===== src/rtl/sig_alu_pkg.sv =====
// Package sig_alu_pkg
// Shared opcode values and flag bit positions for the signed ALU.
// Assumes: opcode groups are decoded by their two upper bits.
package sig_alu_pkg;

    typedef enum logic [3:0] {
        OPC_PASS = 4'b0000,
        OPC_AND  = 4'b0100,
        OPC_OR   = 4'b0101,
        OPC_XOR  = 4'b0110,
        OPC_INV  = 4'b0111,
        OPC_INC  = 4'b1000,
        OPC_DEC  = 4'b1001,
        OPC_ADD  = 4'b1010,
        OPC_SUB  = 4'b1011,
        OPC_SHL  = 4'b1100,
        OPC_SHR  = 4'b1101,
        OPC_ROL  = 4'b1110,
        OPC_ROR  = 4'b1111
    } alu_opc_e;

    // Opcode group taken from opcode[3:2]
    typedef enum logic [1:0] {
        GRP_MISC  = 2'b00,
        GRP_LOGIC = 2'b01,
        GRP_ARITH = 2'b10,
        GRP_SHIFT = 2'b11
    } alu_grp_e;

    localparam int FLG_ZERO   = 0;
    localparam int FLG_NZERO  = 1;
    localparam int FLG_ONE    = 2;
    localparam int FLG_NEG    = 3;
    localparam int FLG_POS    = 4;
    localparam int FLG_NONPOS = 5;
    localparam int FLG_NONNEG = 6;
    localparam int FLG_OVF    = 7;
    localparam int FLG_W      = 8;

endpackage


===== src/rtl/sig_alu_logic.sv =====
// Module sig_alu_logic
// Bit-wise logic unit for the 01xx opcode group; sel is opcode[1:0].
// Assumes: no overflow can arise here, so none is produced.
module sig_alu_logic #(
    parameter int N = 16
) (
    input  logic [N-1:0] a,
    input  logic [N-1:0] b,
    input  logic [1:0]   sel,
    output logic [N-1:0] y
);

    // Select one bit-wise function of the operands
    always_comb begin
        unique case (sel)
            2'b00:   y = a & b;
            2'b01:   y = a | b;
            2'b10:   y = a ^ b;
            default: y = ~a;
        endcase
    end

endmodule


===== src/rtl/sig_alu_arith.sv =====
// Module sig_alu_arith
// Adder/subtractor for the 10xx opcode group.
// sel[1] picks b over the constant one, sel[0] selects subtraction.
// Assumes two's-complement operands; overflow is judged from sign bits.
module sig_alu_arith #(
    parameter int N = 16
) (
    input  logic [N-1:0] a,
    input  logic [N-1:0] b,
    input  logic [1:0]   sel,
    output logic [N-1:0] y,
    output logic         ovf
);

    localparam int MSB = N - 1;
    localparam logic [N-1:0] ONE = {{(N-1){1'b0}}, 1'b1};

    logic [N-1:0] opnd;

    // Second operand: port b or the constant one
    always_comb opnd = sel[1] ? b : ONE;

    // Sum or difference with signed overflow detection
    always_comb begin
        if (sel[0]) begin
            y   = a - opnd;
            ovf = (a[MSB] != opnd[MSB]) && (y[MSB] != a[MSB]);
        end else begin
            y   = a + opnd;
            ovf = (a[MSB] == opnd[MSB]) && (y[MSB] != a[MSB]);
        end
    end

endmodule


===== src/rtl/sig_alu_shift.sv =====
// Module sig_alu_shift
// Shifter/rotator for the 11xx opcode group.
// sel[1] selects rotate, sel[0] selects rightward movement.
// Assumes N is a power of two, so every shamt value is below N.
module sig_alu_shift #(
    parameter int N  = 16,
    parameter int XW = $clog2(N)
) (
    input  logic [N-1:0]  a,
    input  logic [XW-1:0] amt,
    input  logic [1:0]    sel,
    output logic [N-1:0]  y,
    output logic          ovf
);

    localparam int MSB = N - 1;

    logic [2*N-1:0] dbl_l;
    logic [2*N-1:0] dbl_r;
    logic [N-1:0]   top_mask;
    logic [N-1:0]   sgn_diff;

    // Doubled operand moved both ways gives the rotate results
    always_comb begin
        dbl_l = {a, a} << amt;
        dbl_r = {a, a} >> amt;
    end

    // Mask of the bits shifted out plus the new sign position
    always_comb begin
        top_mask = {N{1'b1}} << (MSB - int'(amt));
        sgn_diff = a ^ {N{a[MSB]}};
    end

    // Choose among the four movements; only a left shift may overflow
    always_comb begin
        ovf = 1'b0;
        unique case (sel)
            2'b00: begin
                y   = a << amt;
                ovf = |(sgn_diff & top_mask);
            end
            2'b01:   y = $signed(a) >>> amt;
            2'b10:   y = dbl_l[2*N-1:N];
            default: y = dbl_r[N-1:0];
        endcase
    end

endmodule


===== src/rtl/sig_alu_flags.sv =====
// Module sig_alu_flags
// Derives the condition flags from a result and an overflow bit.
// Assumes the result is a two's-complement number.
module sig_alu_flags
    import sig_alu_pkg::*;
#(
    parameter int N = 16
) (
    input  logic [N-1:0]     res,
    input  logic             ovf,
    output logic [FLG_W-1:0] flg
);

    localparam logic [N-1:0] ONE = {{(N-1){1'b0}}, 1'b1};

    logic is_zero;
    logic is_neg;

    // Basic properties of the result
    always_comb begin
        is_zero = (res == '0);
        is_neg  = res[N-1];
    end

    // Assemble the flag word
    always_comb begin
        flg[FLG_ZERO]   = is_zero;
        flg[FLG_NZERO]  = ~is_zero;
        flg[FLG_ONE]    = (res == ONE);
        flg[FLG_NEG]    = is_neg;
        flg[FLG_POS]    = ~is_neg & ~is_zero;
        flg[FLG_NONPOS] = is_neg | is_zero;
        flg[FLG_NONNEG] = ~is_neg;
        flg[FLG_OVF]    = ovf;
    end

endmodule


===== src/rtl/sig_alu.sv =====
// Module sig_alu
// Combinational signed ALU: one 4-bit opcode selects logic, arithmetic,
// shift or rotate. It also produces eight condition flags.
// Assumes N is a power of two and at least 2; it holds no state.
module sig_alu
    import sig_alu_pkg::*;
#(
    parameter int N  = 16,
    parameter int XW = $clog2(N)
) (
    input  logic [N-1:0]  a_in,
    input  logic [N-1:0]  b_in,
    input  logic [XW-1:0] shamt,
    input  logic [3:0]    opcode,
    output logic [N-1:0]  result,
    output logic [7:0]    flags
);

    logic [N-1:0] y_logic, y_arith, y_shift;
    logic         v_arith, v_shift;
    logic         v_sel;
    alu_grp_e     grp;

    sig_alu_logic #(.N(N)) u_logic (
        .a(a_in), .b(b_in), .sel(opcode[1:0]), .y(y_logic)
    );

    sig_alu_arith #(.N(N)) u_arith (
        .a(a_in), .b(b_in), .sel(opcode[1:0]), .y(y_arith), .ovf(v_arith)
    );

    sig_alu_shift #(.N(N), .XW(XW)) u_shift (
        .a(a_in), .amt(shamt), .sel(opcode[1:0]), .y(y_shift), .ovf(v_shift)
    );

    // Decode the opcode group
    always_comb grp = alu_grp_e'(opcode[3:2]);

    // Route the group result and its overflow to the output
    always_comb begin
        v_sel = 1'b0;
        unique case (grp)
            GRP_MISC:  result = (opcode[1:0] == 2'b00) ? a_in : '0;
            GRP_LOGIC: result = y_logic;
            GRP_ARITH: begin
                result = y_arith;
                v_sel  = v_arith;
            end
            default: begin
                result = y_shift;
                v_sel  = v_shift;
            end
        endcase
    end

    sig_alu_flags #(.N(N)) u_flags (
        .res(result), .ovf(v_sel), .flg(flags)
    );

endmodule


===== config.mk =====
export PLATFORM = sky130hd
export DESIGN_NAME = sig_alu
export DESIGN_NICKNAME = d
export VERILOG_FILES = /design/src/rtl/sig_alu_pkg.sv /design/src/rtl/sig_alu_logic.sv /design/src/rtl/sig_alu_arith.sv /design/src/rtl/sig_alu_shift.sv /design/src/rtl/sig_alu_flags.sv /design/src/rtl/sig_alu.sv
export SDC_FILE = /design/constraint.sdc
export NUM_CORES = 1
export LEC_CHECK = 0
export ABC_CLOCK_PERIOD_IN_PS = 8700
export BUFFER_PORTS_ARGS = -buffer_cell sky130_fd_sc_hd__buf_2
export CAP_MARGIN = 20
export CORE_MARGIN = 3
export CORE_UTILIZATION = 68
export DETAILED_ROUTE_END_ITERATION = 6
export GPL_TIMING_DRIVEN = 0
export PLACE_DENSITY_LB_ADDON = 0.25
export RECOVER_POWER = 25
export SLEW_MARGIN = 20
export SYNTH_ARGS = -nofsm -noshare
export SYNTH_HDL_FRONTEND = slang
export SYNTH_HIERARCHICAL = 1
export SYNTH_SLANG_ARGS = --single-unit

===== constraint.sdc =====
create_clock -name vclk -period 8.7
set_input_delay 1.305 -clock vclk [all_inputs]
set_output_delay 1.305 -clock vclk [all_outputs]
set_load 0.02 [all_outputs]

==> results of run 1 <==
placed cells by master (no fill, tap or decap), drive strengths merged, types with 5 or more instances in the layout:
cell type  Yosys  layout
a211oi         7       7
a21oi         43      43
a31oi         23      23
and3           5       5
buf           35      88
clkbuf        39      45
ha            63      63
inv           86      86
mux2           8       8
mux2i         26      26
mux4          49      49
nand2         86      86
nand2b        13      13
nand3         19      19
nand4          5       5
nor2          61      61
nor2b         13      13
nor3          12      12
nor4           8       8
o211ai        15      15
o21ai         71      71
o21bai         6       6
o221ai         6       6
o22ai          6       6
o31ai          6       6
or3            5       5
xnor2         16      16
layer usage:
layer / wire length [µm] / GRT usage / vias up
li1: - / - / 3014
met1: 7762 / 0.6048 / 3208
met2: 8824 / 0.6438 / 720
met3: 3991 / 0.1400 / 129
met4: 1044 / 0.1187 / 0
met5: 0 / 0 / -
area by class of cell:
| type | count | area (µm²) |
|---|---|---|
| multi-input cells | 628 | 5072 |
| repair buffers | 59 | 287.8 |
| inverters | 88 | 332.8 |
| plain buffers | 74 | 399.1 |
| fillers | 608 | 2034 |
| well taps | 105 | 131.4 |
power by group through the flow:
stage | logic [mW] | registers [mW] | clock network [mW]
global placement | 0.397 | 0 | 0
floorplan | 0.289 | 0 | 0
global route | 0.457 | 0 | 0
CTS | 0.413 | 0 | 0
finish | 0.434 | 0 | 0
detailed placement | 0.412 | 0 | 0
cells by family (layout without fill, tap and decap cells):
family / count (synthesis) / after routing / share of synthesized area
simple gates: 236 / 236 / 0.1938
compound gates: 225 / 225 / 0.2496
buf+inv: 162 / 221 / 0.1261
mux: 83 / 83 / 0.2589
fa+ha+maj: 66 / 66 / 0.1444
xor+xnor: 18 / 18 / 0.02716
worst max-delay path, stage by stage:
cell,delay [ns]
clkbuf_1,0.52
clkbuf_1,0.49
nand2_1,0.14
ha_1,0.31
buf_2,0.19
nor2b_1,0.08
a2111oi_0,0.68
nand3_1,0.17
o221ai_1,0.34
o21ai_1,0.13
xnor2_1,0.15
nand2_1,0.07
a31oi_1,0.31
nor4_2,0.79
and4_1,0.31
buf_4,0.10
buf_2,0.15
synthesized netlist by cell type (13+ instances only):
master,count
a21oi_1,43
a31oi_1,23
buf_2,14
clkbuf_1,38
ha_1,63
inv_1,85
mux2i_1,26
mux4_2,37
nand2_1,86
nand2b_1,13
nand3_1,19
nor2_1,61
o211ai_1,15
o21ai_0,55
o21ai_1,15
xnor2_1,16
path summary, 6_finish.rpt:
check / start / end / slack (ns) / cells after the start
hold / removal: opcode[2] / result[12] / 3.08 / 4
setup / recovery: opcode[1] / flags[0] / 1.13 / 17
per-stage QoR:
step	std cells	area (µm²)	setup slack (ns)	hold WS [ns]
after floorplan	790	5804	2.742	2.847
after global placement	954	6231	1.889	3.071
after detailed placement	954	6231	1.721	3.079
after CTS	954	6231	1.712	3.079
after global routing	954	6223	0.8986	3.103
final	954	6223	1.134	3.085
==> run_results.csv, run 1 <==
group,metric,value,unit
finish,utilization,0.7536,
critical_path,criticalPathCategory,"in2out",
critical_path,end_kind,"primary output",
floorplanning,core,8258,µm²
power,power_leakage,2.771,nW
finish,nNetsFinal,956,
power,seq_power_share,0,
flow_run,cap_violations,0,
finish,drive_gt1_frac,0.1673,
drt,viasPerCell,7.412,
power,finalPower,0.4335,mW
floorplanning,die_w,98.39,µm
synth,yosys.area.top_type,"mux4_2",
grt,grt_start_max_net_pins,16,
drt,wl,21620,µm
synth,synth_cell_type_count,77,
finish,seq_cell_count,0,
critical_path,worstPathRequired,7.39,ns
drt,wl_per_cell,22.66,µm
floorplanning,pin_count,64,
sta,period_share,0.8697,
critical_path,crit_path_start_kind,"primary input",
sta,layout_min_cycle_time,7.566,ns
floorplanning,rows,33,
place,port_buffers,59,
drt,drc,0,
grt,grt.total_usage,0.4324,
synth,synth_top_area_share,0.1436,
grt,grt_pass1_wl,34080,µm
status,outcome,"finished, final reports clean",
finish,clockBufferCount,0,
worst_hold_path,hold_path.class,"in2out",
critical_path,crit_fanout,10,
place,place_congestion,1.160,
drt,drtIter0Drc,1037,
synth,synth_area_per_cell,7.347,µm²
finish,antennaDiodeCount,0,
critical_path,crit_arrival,6.26,ns
finish,ff_latch_area,0,µm²
drt,ant_nets,0,
grt,antenna_found_initial,0,
power,p_sw,0.2716,mW
sta,fin_tns_setup,0,ns
drt,firstDrtPassIters,6,
sta,rsz0062_at_grt,"false",
sta,slew_headroom,0.3911,
power,p_sw_frac,0.6265,
sta,report.final.slew_viol_count,0,
synth,ys_warn_count,6,
synth,synth_fp_nets,895,
sta,worstMarginPinSlew,0.9091,ns
synth,ys_seq_area_frac,0,
grt,first_global_vias,6464,
drt,num_vias,7071,
synth,ys_top_cells_by_area,"mux4_2, ha_1, nand2_1",
synth,syn_area,5804,µm²
floorplanning,die_area,9681,µm²
sta,hold_viol,0,
power,power_density,69.66,nW/µm²
sta,setup_viol,0,
floorplanning,die_y,98.39,µm
finish,area_delta_synth_final,7.221,%
power,power_frac_comb,1.000,
grt,grt-ovfl-total,0,
clock_tree,cts_setup_buffers,0,
power,intPower,0.1619,mW
clock_tree,cts_resized,0,
clock_tree,holdBufCountCts,0,
sta,max_freq,132.2,MHz
power,power_frac_clock,0,
power,ir_drop,0.04379,mV
place,place_hpwl,17030,µm
floorplanning,initial_utilization,0.7029,
synth,synthCells,790,
No activity file was read; power rests on OpenSTA's default activity.
==> run 2, diff against run 1 <==
Settings changed: ABC_AREA from default to 1, CORE_UTILIZATION 68 to 69.
==> run 2 against run 1 <==
Net effect:
- the flow now finishes with violations (DRC)
- non-clock buffer count fell by 6
- wire length rose by 16%
- die area grew 10%
- final area grew 12%
- maximum frequency is 16% higher
- combinational power rose by 7.4%
- sequential share of layout area is the same
- utilization up 2.6 points
- via count up 28%
- final cell count grew 53%
- synthesized area up 12%
- largest cell class unchanged
==> run_results.csv, run 2 <==
group,metric,value,unit
status,outcome,"finished with violations",
status,violations,"DRC",
synth,synthAdderAreaFrac,0.1269,
place,port_buffers,62,
floorplanning,initial_utilization,0.7305,
synth,synth_area_per_cell,5.071,µm²
critical_path,worstPathRequired,7.39,ns
floorplanning,die_area,10660,µm²
floorplanning,pin_count,64,
power,power_leakage,4.281,nW
grt,first_global_vias,7579,
synth,synth_fp_nets,1392,
finish,utilization,0.7796,
power,ir_drop,0.04673,mV
critical_path,slowest_stage,"clkbuf_1",
grt,grt-ovfl-total,0,
worst_hold_path,min_from,"opcode[2]",
critical_path,critPathTopFamily,"buffers and inverters",
drt,firstDrtPassIters,7,
finish,seq_cell_count,0,
synth,synth_commonest_cells,"nand2_1, nand3_1, inv_1",
clock_tree,cts_setup_buffers,0,
finish,final_common_cell,"nand2_1",
sta,max_freq,153.6,MHz
finish,ff_latch_area,0,µm²
synth,synthMuxAreaShare,0,
sta,layout_min_cycle_time,6.508,ns
synth,ys_top_cells_by_area,"nand2_1, nand3_1, ha_1",
synth,ys_warn_count,6,
sta,period_share,0.7481,
synth,yosys.area.top_type,"nand2_1",
drt,num_vias,9039,
critical_path,crit_arrival,5.20,ns
drt,viasPerCell,6.204,
synth,synth_top_area_share,0.2743,
critical_path,critPathMaxStageDelay,0.41,ns
finish,area_delta_synth_final,6.710,%
sta,worstMarginPinSlew,0.6201,ns
synth,synth_compound_area_frac,0.06308,
power,power_density,66.92,nW/µm²
worst_hold_path,whs_path_depth,5,
grt,antenna_found_initial,0,
finish,final_cell_area,6964,µm²
finish,layout_common_cells,"nand2_1, nand3_1, inv_1",
critical_path,crit_fanout,10,
sta,setup_viol,0,
grt,grt_pass1_wl,38760,µm
sta,rsz0062_at_grt,"false",
drt,wl,25020,µm
critical_path,end_kind,"primary output",
power,finalPower,0.4661,mW
place,post_dp_cell_area,6972,µm²
finish,drive_gt1_frac,0.1238,
floorplanning,core,8934,µm²
critical_path,cp-startpoint,"opcode[1]",
finish,antennaDiodeCount,0,
place,place_hpwl,19580,µm
floorplanning,die_w,103.3,µm
sta,hold_viol,0,
flow_run,cap_violations,0,
synth,ys_seq_area_frac,0,
drt,drc,28,
finish,instances_no_fill,1457,
place,place_congestion,1.193,
sta,slew_headroom,0.5866,
grt,grt.total_usage,0.4615,
drt,top_layer_used,"met5",
synth,yosys.area_share.simple,0.6131,
drt,dr_wl_met2,9714,µm
synth,synth_cell_type_count,46,
synth,synthCells,1287,
critical_path,path_buf_inv,10,
drt,wl_met1,9698,µm
floorplanning,die_y,103.3,µm
drt,drtIter0Drc,1327,
sta,fin_tns_setup,0,ns
drt,route.met3.wl,4382,µm
finish,nNetsFinal,1456,
worst_hold_path,hold_path.class,"in2out",
drt,ant_nets,0,
synth,synth_top_family_by_area,"simple AND/OR/NAND/NOR gates",
critical_path,criticalPathCategory,"in2out",
synth,syn_area,6526,µm²
synth,synth-xor-area-share,0.02281,
critical_path,crit_path_start_kind,"primary input",
finish,clockBufferCount,0,
clock_tree,holdBufCountCts,0,
place,dp.cells,1457,
synth,synth.most_common_cell,"nand2_1",
grt,grt_start_max_net_pins,11,
worst_hold_path,min_to,"result[14]",
clock_tree,cts_resized,0,
critical_path,critPathMostFrequentCell,"nand2_1",
drt,wl_per_cell,17.17,µm
sta,report.final.slew_viol_count,0,
floorplanning,rows,34,
## run 2: stage by stage
stage	setup slack, ns	hold slack, ns
2_1_floorplan	3.369	2.819
3_3_place_gp	2.712	3.155
3_5_place_dp	2.634	3.159
4_1_cts	2.618	3.160
5_1_grt	1.862	3.203
6_report	2.192	3.164
## run 2: worst max path at each step
stage / endpoint / slack (ns) / cells after the start
after floorplan: flags[0] / 3.37 / 25
after global placement: flags[0] / 2.71 / 27
after detailed placement: flags[0] / 2.63 / 27
after CTS: flags[0] / 2.62 / 25
after global routing: flags[0] / 1.86 / 27
final: flags[0] / 2.19 / 27
## run 2: layout make-up
cell class / count / area [µm²]
Multi-Input combinational cell: 1042 / 5390
Fill cell: 787 / 1969
Buffer: 65 / 444.2
Tap cell: 108 / 135.1
Inverter: 180 / 690.7
Timing Repair Buffer: 62 / 304.0
## run 2: layer usage
layer | vias up | track usage
met2 | 778 | 0.6709
met4 | 2 | 0.1175
met1 | 3891 | 0.6652
met5 | - | 0
met3 | 147 | 0.1321
li1 | 4221 | -
## run 2: logic make-up after synthesis
family | after synthesis
AO/OA/AOI/OAI | 73
XOR/XNOR | 17
adder cells (fa/ha/maj) | 65
buffers and inverters | 245
AND/OR/NAND/NOR | 887
## run 2: where the power goes
group | leakage, nW | internal [mW] | total (mW) | switching [mW]
logic | 4.28 | 0.146 | 0.466 | 0.320
clock network | 0 | 0 | 0 | 0
registers | 0 | 0 | 0 | 0
total | 4.28 | 0.146 | 0.466 | 0.320
